File: src/rtl/tgen_pkg.sv
`timescale 1ns/1ps
package tgen_pkg;
  localparam int unsigned WORD_W = 32;
  localparam int unsigned LANE_W = 2 * WORD_W;
  localparam int unsigned LAST_W = 3;
  localparam int unsigned FCNT_W = 13;

  // local register indices inside the local window
  localparam int unsigned IDX_TXLEN = 0;
  localparam int unsigned IDX_CMD   = 1;
  localparam int unsigned IDX_CTRL  = 2;
  localparam int unsigned IDX_FIFO  = 3;
  localparam int unsigned IDX_RXLEN = 4;

  // control register bit positions
  localparam int unsigned CMD_START_N = 0;
  localparam int unsigned CMD_VERIFY  = 1;
  localparam int unsigned CTRL_SOFT   = 0;
  localparam int unsigned CTRL_IRQ    = 8;
  localparam int unsigned CTRL_LINK   = 16;

  typedef enum logic [1:0] {
    WIN_NONE   = 2'd0,
    WIN_ENGINE = 2'd1,
    WIN_LOCAL  = 2'd2
  } win_e;

  // pattern word n: low half 2n, high half 2n+1
  function automatic logic [LANE_W-1:0] pattern_word(input logic [WORD_W-1:0] n);
    logic [WORD_W-1:0] even;
    even = n << 1;
    return {even | WORD_W'(1), even};
  endfunction
endpackage

File: src/rtl/tgen_decode.sv
`timescale 1ns/1ps
module tgen_decode
  import tgen_pkg::*;
#(
  parameter int unsigned ADDR_W     = 14,
  parameter int unsigned IDX_W      = 6,
  parameter int unsigned LOCAL_BASE = 'h400
) (
  input  logic [ADDR_W-1:0] addr,
  output win_e              win,
  output logic [IDX_W-1:0]  idx
);
  localparam int unsigned PAGE_W = ADDR_W - IDX_W;
  localparam logic [PAGE_W-1:0] ENGINE_PAGE = '0;
  localparam logic [PAGE_W-1:0] LOCAL_PAGE  = PAGE_W'(LOCAL_BASE >> IDX_W);

  logic [PAGE_W-1:0] page;

  assign page = addr[ADDR_W-1:IDX_W];
  assign idx  = addr[IDX_W-1:0];

  always_comb begin
    if (page == ENGINE_PAGE)
      win = WIN_ENGINE;
    else if (page == LOCAL_PAGE)
      win = WIN_LOCAL;
    else
      win = WIN_NONE;
  end
endmodule

File: src/rtl/tgen_regfile.sv
`timescale 1ns/1ps
module tgen_regfile
  import tgen_pkg::*;
#(
  parameter int unsigned IDX_W = 6
) (
  input  logic              clk,
  input  logic              rst_n,
  input  win_e              win,
  input  logic [IDX_W-1:0]  idx,
  input  logic              wr_en,
  input  logic [WORD_W-1:0] wr_data,
  input  logic              rd_req,
  input  logic [WORD_W-1:0] eng_rd_data,
  input  logic [WORD_W-1:0] tx_cnt,
  input  logic [WORD_W-1:0] rx_cnt,
  input  logic              tx_busy,
  input  logic              vfy_err,
  input  logic              conn_on,
  input  logic              timer_irq,
  input  logic              link_up,
  input  logic [LAST_W-1:0] rx_last_cnt,
  input  logic [FCNT_W-1:0] rx_ff_cnt,
  input  logic              tx_full,
  output logic [WORD_W-1:0] set_len,
  output logic              cmd_wr,
  output logic              start_req,
  output logic              verify_en,
  output logic              soft_rst,
  output logic [WORD_W-1:0] rd_data,
  output logic              rd_valid
);
  localparam logic [IDX_W-1:0] I_TXLEN = IDX_W'(IDX_TXLEN);
  localparam logic [IDX_W-1:0] I_CMD   = IDX_W'(IDX_CMD);
  localparam logic [IDX_W-1:0] I_CTRL  = IDX_W'(IDX_CTRL);
  localparam logic [IDX_W-1:0] I_FIFO  = IDX_W'(IDX_FIFO);
  localparam logic [IDX_W-1:0] I_RXLEN = IDX_W'(IDX_RXLEN);
  localparam int unsigned FIFO_PAD = 24 - LAST_W - FCNT_W;

  logic local_wr;
  logic irq_clr;
  logic irq_lat;
  logic [WORD_W-1:0] rd_mux;
  logic [WORD_W-1:0] cmd_view;
  logic [WORD_W-1:0] ctrl_view;
  logic [WORD_W-1:0] fifo_view;

  assign local_wr  = wr_en && (win == WIN_LOCAL);
  assign cmd_wr    = local_wr && (idx == I_CMD);
  assign start_req = cmd_wr && !wr_data[CMD_START_N];
  assign soft_rst  = local_wr && (idx == I_CTRL) && wr_data[CTRL_SOFT];
  assign irq_clr   = local_wr && (idx == I_CTRL) && wr_data[CTRL_IRQ];

  always_ff @(posedge clk) begin
    if (!rst_n) begin
      set_len   <= '0;
      verify_en <= 1'b0;
    end else begin
      if (local_wr && (idx == I_TXLEN))
        set_len <= wr_data;
      if (cmd_wr)
        verify_en <= wr_data[CMD_VERIFY];
    end
  end

  // timer flag: a live interrupt wins over a clear in the same cycle
  always_ff @(posedge clk) begin
    if (!rst_n)
      irq_lat <= 1'b0;
    else
      irq_lat <= (irq_lat && !irq_clr) || timer_irq;
  end

  always_comb begin
    cmd_view = '0;
    cmd_view[0] = tx_busy;
    cmd_view[1] = vfy_err;
    cmd_view[2] = conn_on;

    ctrl_view = '0;
    ctrl_view[CTRL_IRQ]  = irq_lat;
    ctrl_view[CTRL_LINK] = link_up;

    fifo_view = {7'd0, tx_full, FIFO_PAD'(0), rx_ff_cnt, rx_last_cnt};
  end

  always_comb begin
    rd_mux = '0;
    case (win)
      WIN_ENGINE: rd_mux = eng_rd_data;
      WIN_LOCAL: begin
        case (idx)
          I_TXLEN: rd_mux = tx_cnt;
          I_CMD:   rd_mux = cmd_view;
          I_CTRL:  rd_mux = ctrl_view;
          I_FIFO:  rd_mux = fifo_view;
          I_RXLEN: rd_mux = rx_cnt;
          default: rd_mux = '0;
        endcase
      end
      default: rd_mux = '0;
    endcase
  end

  always_ff @(posedge clk) begin
    if (!rst_n) begin
      rd_valid <= 1'b0;
      rd_data  <= '0;
    end else begin
      rd_valid <= rd_req;
      if (rd_req)
        rd_data <= rd_mux;
    end
  end
endmodule

File: src/rtl/tgen_gen.sv
`timescale 1ns/1ps
module tgen_gen
  import tgen_pkg::*;
(
  input  logic              clk,
  input  logic              rst_n,
  input  logic              soft_rst,
  input  logic              cmd_wr,
  input  logic              start_req,
  input  logic [WORD_W-1:0] set_len,
  input  logic              tx_full,
  output logic              tx_wr_en,
  output logic [LANE_W-1:0] tx_data,
  output logic [WORD_W-1:0] tx_cnt,
  output logic              tx_busy
);
  logic [WORD_W-1:0] cnt_next;

  assign tx_wr_en = tx_busy && !tx_full;
  assign tx_data  = pattern_word(tx_cnt);
  assign cnt_next = tx_cnt + WORD_W'(1);

  always_ff @(posedge clk) begin
    if (!rst_n || soft_rst) begin
      tx_cnt  <= '0;
      tx_busy <= 1'b0;
    end else if (cmd_wr) begin
      tx_cnt  <= '0;
      tx_busy <= start_req && (set_len != '0);
    end else if (tx_wr_en) begin
      tx_cnt <= cnt_next;
      if (cnt_next == set_len)
        tx_busy <= 1'b0;
    end
  end
endmodule

File: src/rtl/tgen_vfy.sv
`timescale 1ns/1ps
module tgen_vfy
  import tgen_pkg::*;
(
  input  logic              clk,
  input  logic              rst_n,
  input  logic              soft_rst,
  input  logic              cmd_wr,
  input  logic              verify_en,
  input  logic              rx_empty,
  input  logic [LANE_W-1:0] rx_data,
  output logic              rx_rd_en,
  output logic [WORD_W-1:0] rx_cnt,
  output logic              vfy_err
);
  logic pop_q;
  logic mismatch;

  assign rx_rd_en = !rx_empty;
  assign mismatch = pop_q && verify_en && (rx_data != pattern_word(rx_cnt));

  always_ff @(posedge clk) begin
    if (!rst_n || soft_rst)
      pop_q <= 1'b0;
    else
      pop_q <= rx_rd_en;
  end

  always_ff @(posedge clk) begin
    if (!rst_n || soft_rst || cmd_wr) begin
      rx_cnt  <= '0;
      vfy_err <= 1'b0;
    end else begin
      if (pop_q)
        rx_cnt <= rx_cnt + WORD_W'(1);
      if (mismatch)
        vfy_err <= 1'b1;
    end
  end
endmodule

File: src/rtl/tgen_top.sv
`timescale 1ns/1ps
module tgen_top
  import tgen_pkg::*;
#(
  parameter int unsigned ADDR_W     = 14,
  parameter int unsigned IDX_W      = 6,
  parameter int unsigned LOCAL_BASE = 'h400
) (
  input  logic              clk,
  input  logic              rst_n,
  input  logic [ADDR_W-1:0] reg_addr,
  input  logic              reg_wr_en,
  input  logic [31:0]       reg_wr_data,
  input  logic [3:0]        reg_wr_be,
  input  logic              reg_rd_req,
  output logic [31:0]       reg_rd_data,
  output logic              reg_rd_valid,
  output logic [IDX_W-1:0]  eng_addr,
  output logic              eng_wr_en,
  output logic [31:0]       eng_wr_data,
  input  logic [31:0]       eng_rd_data,
  input  logic              conn_on,
  input  logic              timer_irq,
  input  logic              link_up,
  input  logic [2:0]        rx_last_cnt,
  input  logic [12:0]       rx_ff_cnt,
  output logic              tx_wr_en,
  output logic [63:0]       tx_data,
  input  logic              tx_full,
  output logic              rx_rd_en,
  input  logic              rx_empty,
  input  logic [63:0]       rx_data
);
  win_e              win;
  logic [IDX_W-1:0]  idx;
  logic [WORD_W-1:0] set_len;
  logic [WORD_W-1:0] tx_cnt;
  logic [WORD_W-1:0] rx_cnt;
  logic              tx_busy;
  logic              vfy_err;
  logic              cmd_wr;
  logic              start_req;
  logic              verify_en;
  logic              soft_rst;
  logic              be_unused;

  assign be_unused   = ^reg_wr_be;
  assign eng_addr    = idx;
  assign eng_wr_en   = reg_wr_en && (win == WIN_ENGINE);
  assign eng_wr_data = reg_wr_data;

  tgen_decode #(
    .ADDR_W(ADDR_W), .IDX_W(IDX_W), .LOCAL_BASE(LOCAL_BASE)
  ) u_decode (
    .addr(reg_addr), .win(win), .idx(idx)
  );

  tgen_regfile #(.IDX_W(IDX_W)) u_regs (
    .clk(clk), .rst_n(rst_n), .win(win), .idx(idx),
    .wr_en(reg_wr_en), .wr_data(reg_wr_data), .rd_req(reg_rd_req),
    .eng_rd_data(eng_rd_data), .tx_cnt(tx_cnt), .rx_cnt(rx_cnt),
    .tx_busy(tx_busy), .vfy_err(vfy_err), .conn_on(conn_on),
    .timer_irq(timer_irq), .link_up(link_up), .rx_last_cnt(rx_last_cnt),
    .rx_ff_cnt(rx_ff_cnt), .tx_full(tx_full), .set_len(set_len),
    .cmd_wr(cmd_wr), .start_req(start_req), .verify_en(verify_en),
    .soft_rst(soft_rst), .rd_data(reg_rd_data), .rd_valid(reg_rd_valid)
  );

  tgen_gen u_gen (
    .clk(clk), .rst_n(rst_n), .soft_rst(soft_rst), .cmd_wr(cmd_wr),
    .start_req(start_req), .set_len(set_len), .tx_full(tx_full),
    .tx_wr_en(tx_wr_en), .tx_data(tx_data), .tx_cnt(tx_cnt), .tx_busy(tx_busy)
  );

  tgen_vfy u_vfy (
    .clk(clk), .rst_n(rst_n), .soft_rst(soft_rst), .cmd_wr(cmd_wr),
    .verify_en(verify_en), .rx_empty(rx_empty), .rx_data(rx_data),
    .rx_rd_en(rx_rd_en), .rx_cnt(rx_cnt), .vfy_err(vfy_err)
  );
endmodule

File: config.mk
export PLATFORM = sky130hd
export DESIGN_NAME = tgen_top
export DESIGN_NICKNAME = d
export VERILOG_FILES = /design/src/rtl/tgen_pkg.sv /design/src/rtl/tgen_decode.sv /design/src/rtl/tgen_regfile.sv /design/src/rtl/tgen_gen.sv /design/src/rtl/tgen_vfy.sv /design/src/rtl/tgen_top.sv
export SDC_FILE = /design/constraint.sdc
export NUM_CORES = 1
export LEC_CHECK = 0
export BUFFER_PORTS_ARGS = -buffer_cell sky130_fd_sc_hd__buf_2
export CORE_MARGIN = 5
export CORE_UTILIZATION = 51
export DETAILED_ROUTE_END_ITERATION = 10
export GPL_TIMING_DRIVEN = 0
export PLACE_DENSITY = 0.82
export SLEW_MARGIN = 20
export SYNTH_ARGS = -nofsm -noshare
export SYNTH_HDL_FRONTEND = slang
export SYNTH_SLANG_ARGS = --single-unit
export TNS_END_PERCENT = 30
File: constraint.sdc
create_clock -name clk -period 2.6 [get_ports clk]
set_input_delay 0.39 -clock clk [delete_from_list [all_inputs] [get_ports clk]]
set_output_delay 0.39 -clock clk [all_outputs]
set_load 0.01 [all_outputs]
==> impl_summary.log <==
[metrics] Flop pwr share: a little over two fifths
[metrics] sw power: 0.00116 W
[metrics] startpoint of the tightest hold check path: reg_wr_data[20]
[metrics] clock latency on the worst-skew pair: roughly 420 ps
[metrics] total detailed-routing wirelength: approximately 31 mm
[metrics] detailed-placement wirelength estimate: ~24 mm
[metrics] cell count of the worst reg-to-reg path: 8
[metrics] detailed-route DRC error count: 1
[metrics] most common cell after layout, fill and taps aside: sky130_fd_sc_hd__buf_2
[metrics] violation count after the first detailed-routing iteration: about 1,100
[metrics] average detailed-routed wire length per instance: between 15 and 20 um
[metrics] leakage power of the design: approximately 5.1 nW
[metrics] Yosys Warn Count: 0
[metrics] number of cells on the worst hold path: 3
[metrics] maximum frequency from static timing analysis: between 300 and 400 MHz
[metrics] number of port buffers: 300
[metrics] number of enable-type register cells in the synthesized netlist: 0
[metrics] total number of cells along the worst setup path: 8
[metrics] Clk pwr share: a little under half
[metrics] element type at the critical path end: register
[metrics] source of the worst register-to-register timing path: u_gen.tx_cnt[0]
[metrics] Syn Nets: around 1,300
[metrics] capture point of the worst reg-to-reg path: u_gen.tx_busy
[metrics] number of endpoints with negative hold slack in the final report: 0
[metrics] kind of critical path: reg -> reg
[metrics] count of H-tree levels built during CTS: 4
[metrics] Worst Path Arrival: around 2900 ps
[metrics] number of detailed-route iterations in the first pass: 9
[metrics] gate count of the mapped netlist: 1,082
[metrics] DR vias/cell: about 5.7
[metrics] transition time at the pin with the least slew margin: 753 ps
[metrics] fin. max-slew vios: 0
[metrics] Core Area: between 0.015 and 0.02 mm^2
[metrics] share of the yosys chip area belonging to registers: a little under a third
[metrics] capture endpoint of the worst hold path: u_regs.set_len[20]
[metrics] unrepaired setup endpoints after global routing: true
[metrics] share of final-layout standard cells stronger than drive strength 1: 34.0%
[metrics] final core utilization: about two thirds
[metrics] Worst EP required: 2900 ps
[metrics] maximum single-stage delay on the critical path: 490 ps
[metrics] die extent in x: approximately 140 um
[metrics] die area: between 0.015 and 0.02 mm^2
[metrics] register-to-register path setup slack: 20 ps
[metrics] relative max-transition margin: between 40 and 50%
[metrics] status: finished with violations
[metrics] post-synthesis to final-layout area growth: 28.8%
[metrics] Max rail drop VDD: about 0.48 mV
[metrics] Num CTS Buffers: 17
[metrics] top cells by area, synth: sky130_fd_sc_hd__dfxtp_1 (31%), sky130_fd_sc_hd__buf_4 (9.2%), sky130_fd_sc_hd__xnor2_1 (6.9%), sky130_fd_sc_hd__nand2_1 (6.4%), sky130_fd_sc_hd__xor2_1 (5.6%)
[metrics] most used flip-flop cell after synthesis: sky130_fd_sc_hd__dfxtp_1
[metrics] part of the cycle the worst path needs: between 90 and 100%
[metrics] Max Buffers Root-to-Sink: 2
[metrics] library cell used as clock root buffer: sky130_fd_sc_hd__clkbuf_16
[metrics] final RePlAce weighted congestion: 0.951
[metrics] overflow left after global routing: 0
[metrics] largest net degree at the start of global routing: 17
[metrics] Pint: between 0.003 and 0.004 W
[metrics] vias in the first global route: between 9,000 and 10,000
[metrics] slowest library cell on the worst path: sky130_fd_sc_hd__dfxtp_2
[metrics] worst hold path type: in -> reg
[metrics] clock sinks: 134
[metrics] Min Clock Period, post-route: around 2600 ps
[metrics] Cell Pwr Density: around 440 mW/mm^2
[metrics] global-route wire length before repair: approximately 48 mm
[metrics] synthesized area per cell: about 7.9 um^2
[metrics] violated checks: design-rule violations
[metrics] Net count, final: about 1,600
[metrics] worst hold slack: 218 ps
[metrics] starting density of the core: between 50% and 60%
[metrics] cell-by-cell listing of the critical path: ha_1 > nand3_1 > nor4_4 > nor3b_2 > xnor2_1 > or3_1 > nor4_2 > a31oi_1
[metrics] share of the synthesized area in the top cell type: 31.3%
[metrics] chip height: 140 um
[metrics] proportion of synthesized flip-flops having asynchronous set or reset: 0%
[metrics] count of buffering cells on the critical path with inverters included: 0
[metrics] total of max-cap violations: 0
[metrics] highest fanout seen on the critical path: 9
[metrics] post-synthesis instance area: between 0.008 and 0.009 mm^2
[metrics] critical path's top delay family: simple AND/OR/NAND/NOR gates
[metrics] most frequent cells in the layout: sky130_fd_sc_hd__buf_2 (309), sky130_fd_sc_hd__nand2_1 (147), sky130_fd_sc_hd__dfxtp_1 (131)
[metrics] most area-hungry cell type in the Yosys netlist: sky130_fd_sc_hd__dfxtp_1
[metrics] launching element type of the critical path: register
[metrics] vias: 9,380
[metrics] Boundary Pins: 309
[metrics] Yosys reg bits: approximately 130
[metrics] initial antenna violation count: 1
[metrics] largest clock skew in the final design: around 8.5 ps
[metrics] total global routing track utilization: approximately 30%
[metrics] count of unique library cells instantiated by Yosys: 58
[metrics] Post-CTS Hold Buffers: 0
[metrics] fraction of power spent switching nets: a little under a quarter
[metrics] clock transition at the registers of the reported paths: ~60 ps
[metrics] number of failing setup endpoints in the final timing report: 0
[metrics] floorplan row count: 47
[metrics] TritonCTS clock tree: yes
[metrics] post-detailed-route count of antenna-violating nets: 0
[metrics] portion of total power attributed to combinational logic: 9.7%
[final cells by class]
cell class                 count  area, um^2
timing repair buffer         305        1540
inverter                      16        60.1
tap                          220         275
multi-input combinational    747        4810
buffer                       182        1130
clock inverter                 8        75.1
sequential                   134        2690
antenna                        1        2.50
fill                        1443        5470
clock buffer                  23         478
[tightest hold or removal path, delay by kind of cell]
kind	cells	cell delay [ps]
buffers and inverters	1	100
AND/OR/NAND/NOR	1	50
AO/OA/AOI/OAI	1	50
[Yosys cell counts, types with 3 or more instances]
cell	number
sky130_fd_sc_hd__nand2_1	147
sky130_fd_sc_hd__dfxtp_1	134
sky130_fd_sc_hd__buf_4	105
sky130_fd_sc_hd__nor2_1	88
sky130_fd_sc_hd__xnor2_1	68
sky130_fd_sc_hd__clkbuf_1	67
sky130_fd_sc_hd__xor2_1	55
sky130_fd_sc_hd__nand4_1	35
sky130_fd_sc_hd__o211a_1	33
sky130_fd_sc_hd__a21boi_1	32
sky130_fd_sc_hd__o211ai_1	31
sky130_fd_sc_hd__nand3_1	26
sky130_fd_sc_hd__nor3_1	25
sky130_fd_sc_hd__nor4_1	25
sky130_fd_sc_hd__a21oi_1	24
sky130_fd_sc_hd__a222oi_1	18
sky130_fd_sc_hd__and3_1	16
sky130_fd_sc_hd__o21ai_0	16
sky130_fd_sc_hd__a22oi_1	15
sky130_fd_sc_hd__inv_1	15
sky130_fd_sc_hd__buf_2	13
sky130_fd_sc_hd__or3_1	13
sky130_fd_sc_hd__nor2b_1	8
sky130_fd_sc_hd__o22ai_1	7
sky130_fd_sc_hd__and4_1	6
sky130_fd_sc_hd__and2_1	5
sky130_fd_sc_hd__a31oi_1	4
sky130_fd_sc_hd__a211oi_1	3
sky130_fd_sc_hd__ha_1	3
sky130_fd_sc_hd__mux2i_1	3
sky130_fd_sc_hd__nand2b_1	3
sky130_fd_sc_hd__or4_1	3
[kinds of logic after synthesis]
family / after synthesis / share of synthesized area (%)
compound gates: 199 / 17.7
other cells: 2 / 0.0875
mux: 3 / 0.350
simple gates: 417 / 24.0
fa+ha+maj: 3 / 0.438
flops: 134 / 31.3
buf+inv: 201 / 13.6
xor+xnor: 123 / 12.6
[timing repair]
item | 4_1_cts | 5_1_grt
setup endpoints to repair | 25 | 70
resized for setup | 21 | 16
buffers inserted | 4 | 1
pin swaps | 3 | 3
[state kept, by name, indices dropped and copies added (netlist names)]
register and cells:
u_gen.tx_busy 1, u_gen.tx_cnt 32, u_regs.irq_lat 1, u_regs.rd_data 32, u_regs.rd_valid 1, u_regs.set_len 32, u_regs.verify_en 1, u_vfy.pop_q 1
u_vfy.rx_cnt 32, u_vfy.vfy_err 1
[per-layer routing]
metal / wire, um / GRT usage, % / part of all wire [%] / up-vias
met5: 0 / 0 / 0 / -
met4: 831 / 9.54 / 2.7 / 0
li1: - / - / - / 4347
met1: 12200 / 37.6 / 39 / 4345
met2: 14500 / 49.9 / 47 / 606
met3: 3470 / 9.16 / 11 / 82
[stage by stage]
| step | setup TNS, ps | std cells | cell area, um^2 | setup slack, ps | total power, W |
|---|---|---|---|---|---|
| 2_1_floorplan | 0 | 1082 | 8580 | 190 | 0.00235 |
| 3_5_place_dp | -35900 | 1602 | 10400 | -568 | 0.00261 |
| 6_report | 0 | 1636 | 11100 | 19.8 | 0.00486 |
| 5_1_grt | -213 | 1636 | 11100 | -120 | 0.00499 |
| 3_3_place_gp | -33570 | 1602 | 10400 | -534 | 0.00260 |
| 4_1_cts | 0 | 1636 | 11000 | 7.63 | 0.00484 |
[power groups by stage]
stage                     logic [W]  registers [W]  clock network, W
final                      0.000472        0.00210           0.00228
after global routing       0.000510        0.00211           0.00238
after CTS                  0.000467        0.00210           0.00227
after detailed placement   0.000463        0.00215                 0
after global placement     0.000457        0.00215                 0
after floorplan            0.000195        0.00215                 0
[worst max path at each step]
stage                     startpoint            end  slack [ps]
detailed placement       reg_addr[8]      eng_wr_en        -570
finish               u_gen.tx_cnt[0]  u_gen.tx_busy          20
global placement         reg_addr[8]      eng_wr_en        -530
CTS                 u_gen.tx_cnt[13]  u_gen.tx_busy           8
floorplan            u_gen.tx_cnt[0]  u_gen.tx_busy         190
global route        u_gen.tx_cnt[14]  u_gen.tx_busy        -120
No activity file was read; power rests on OpenSTA's default activity.
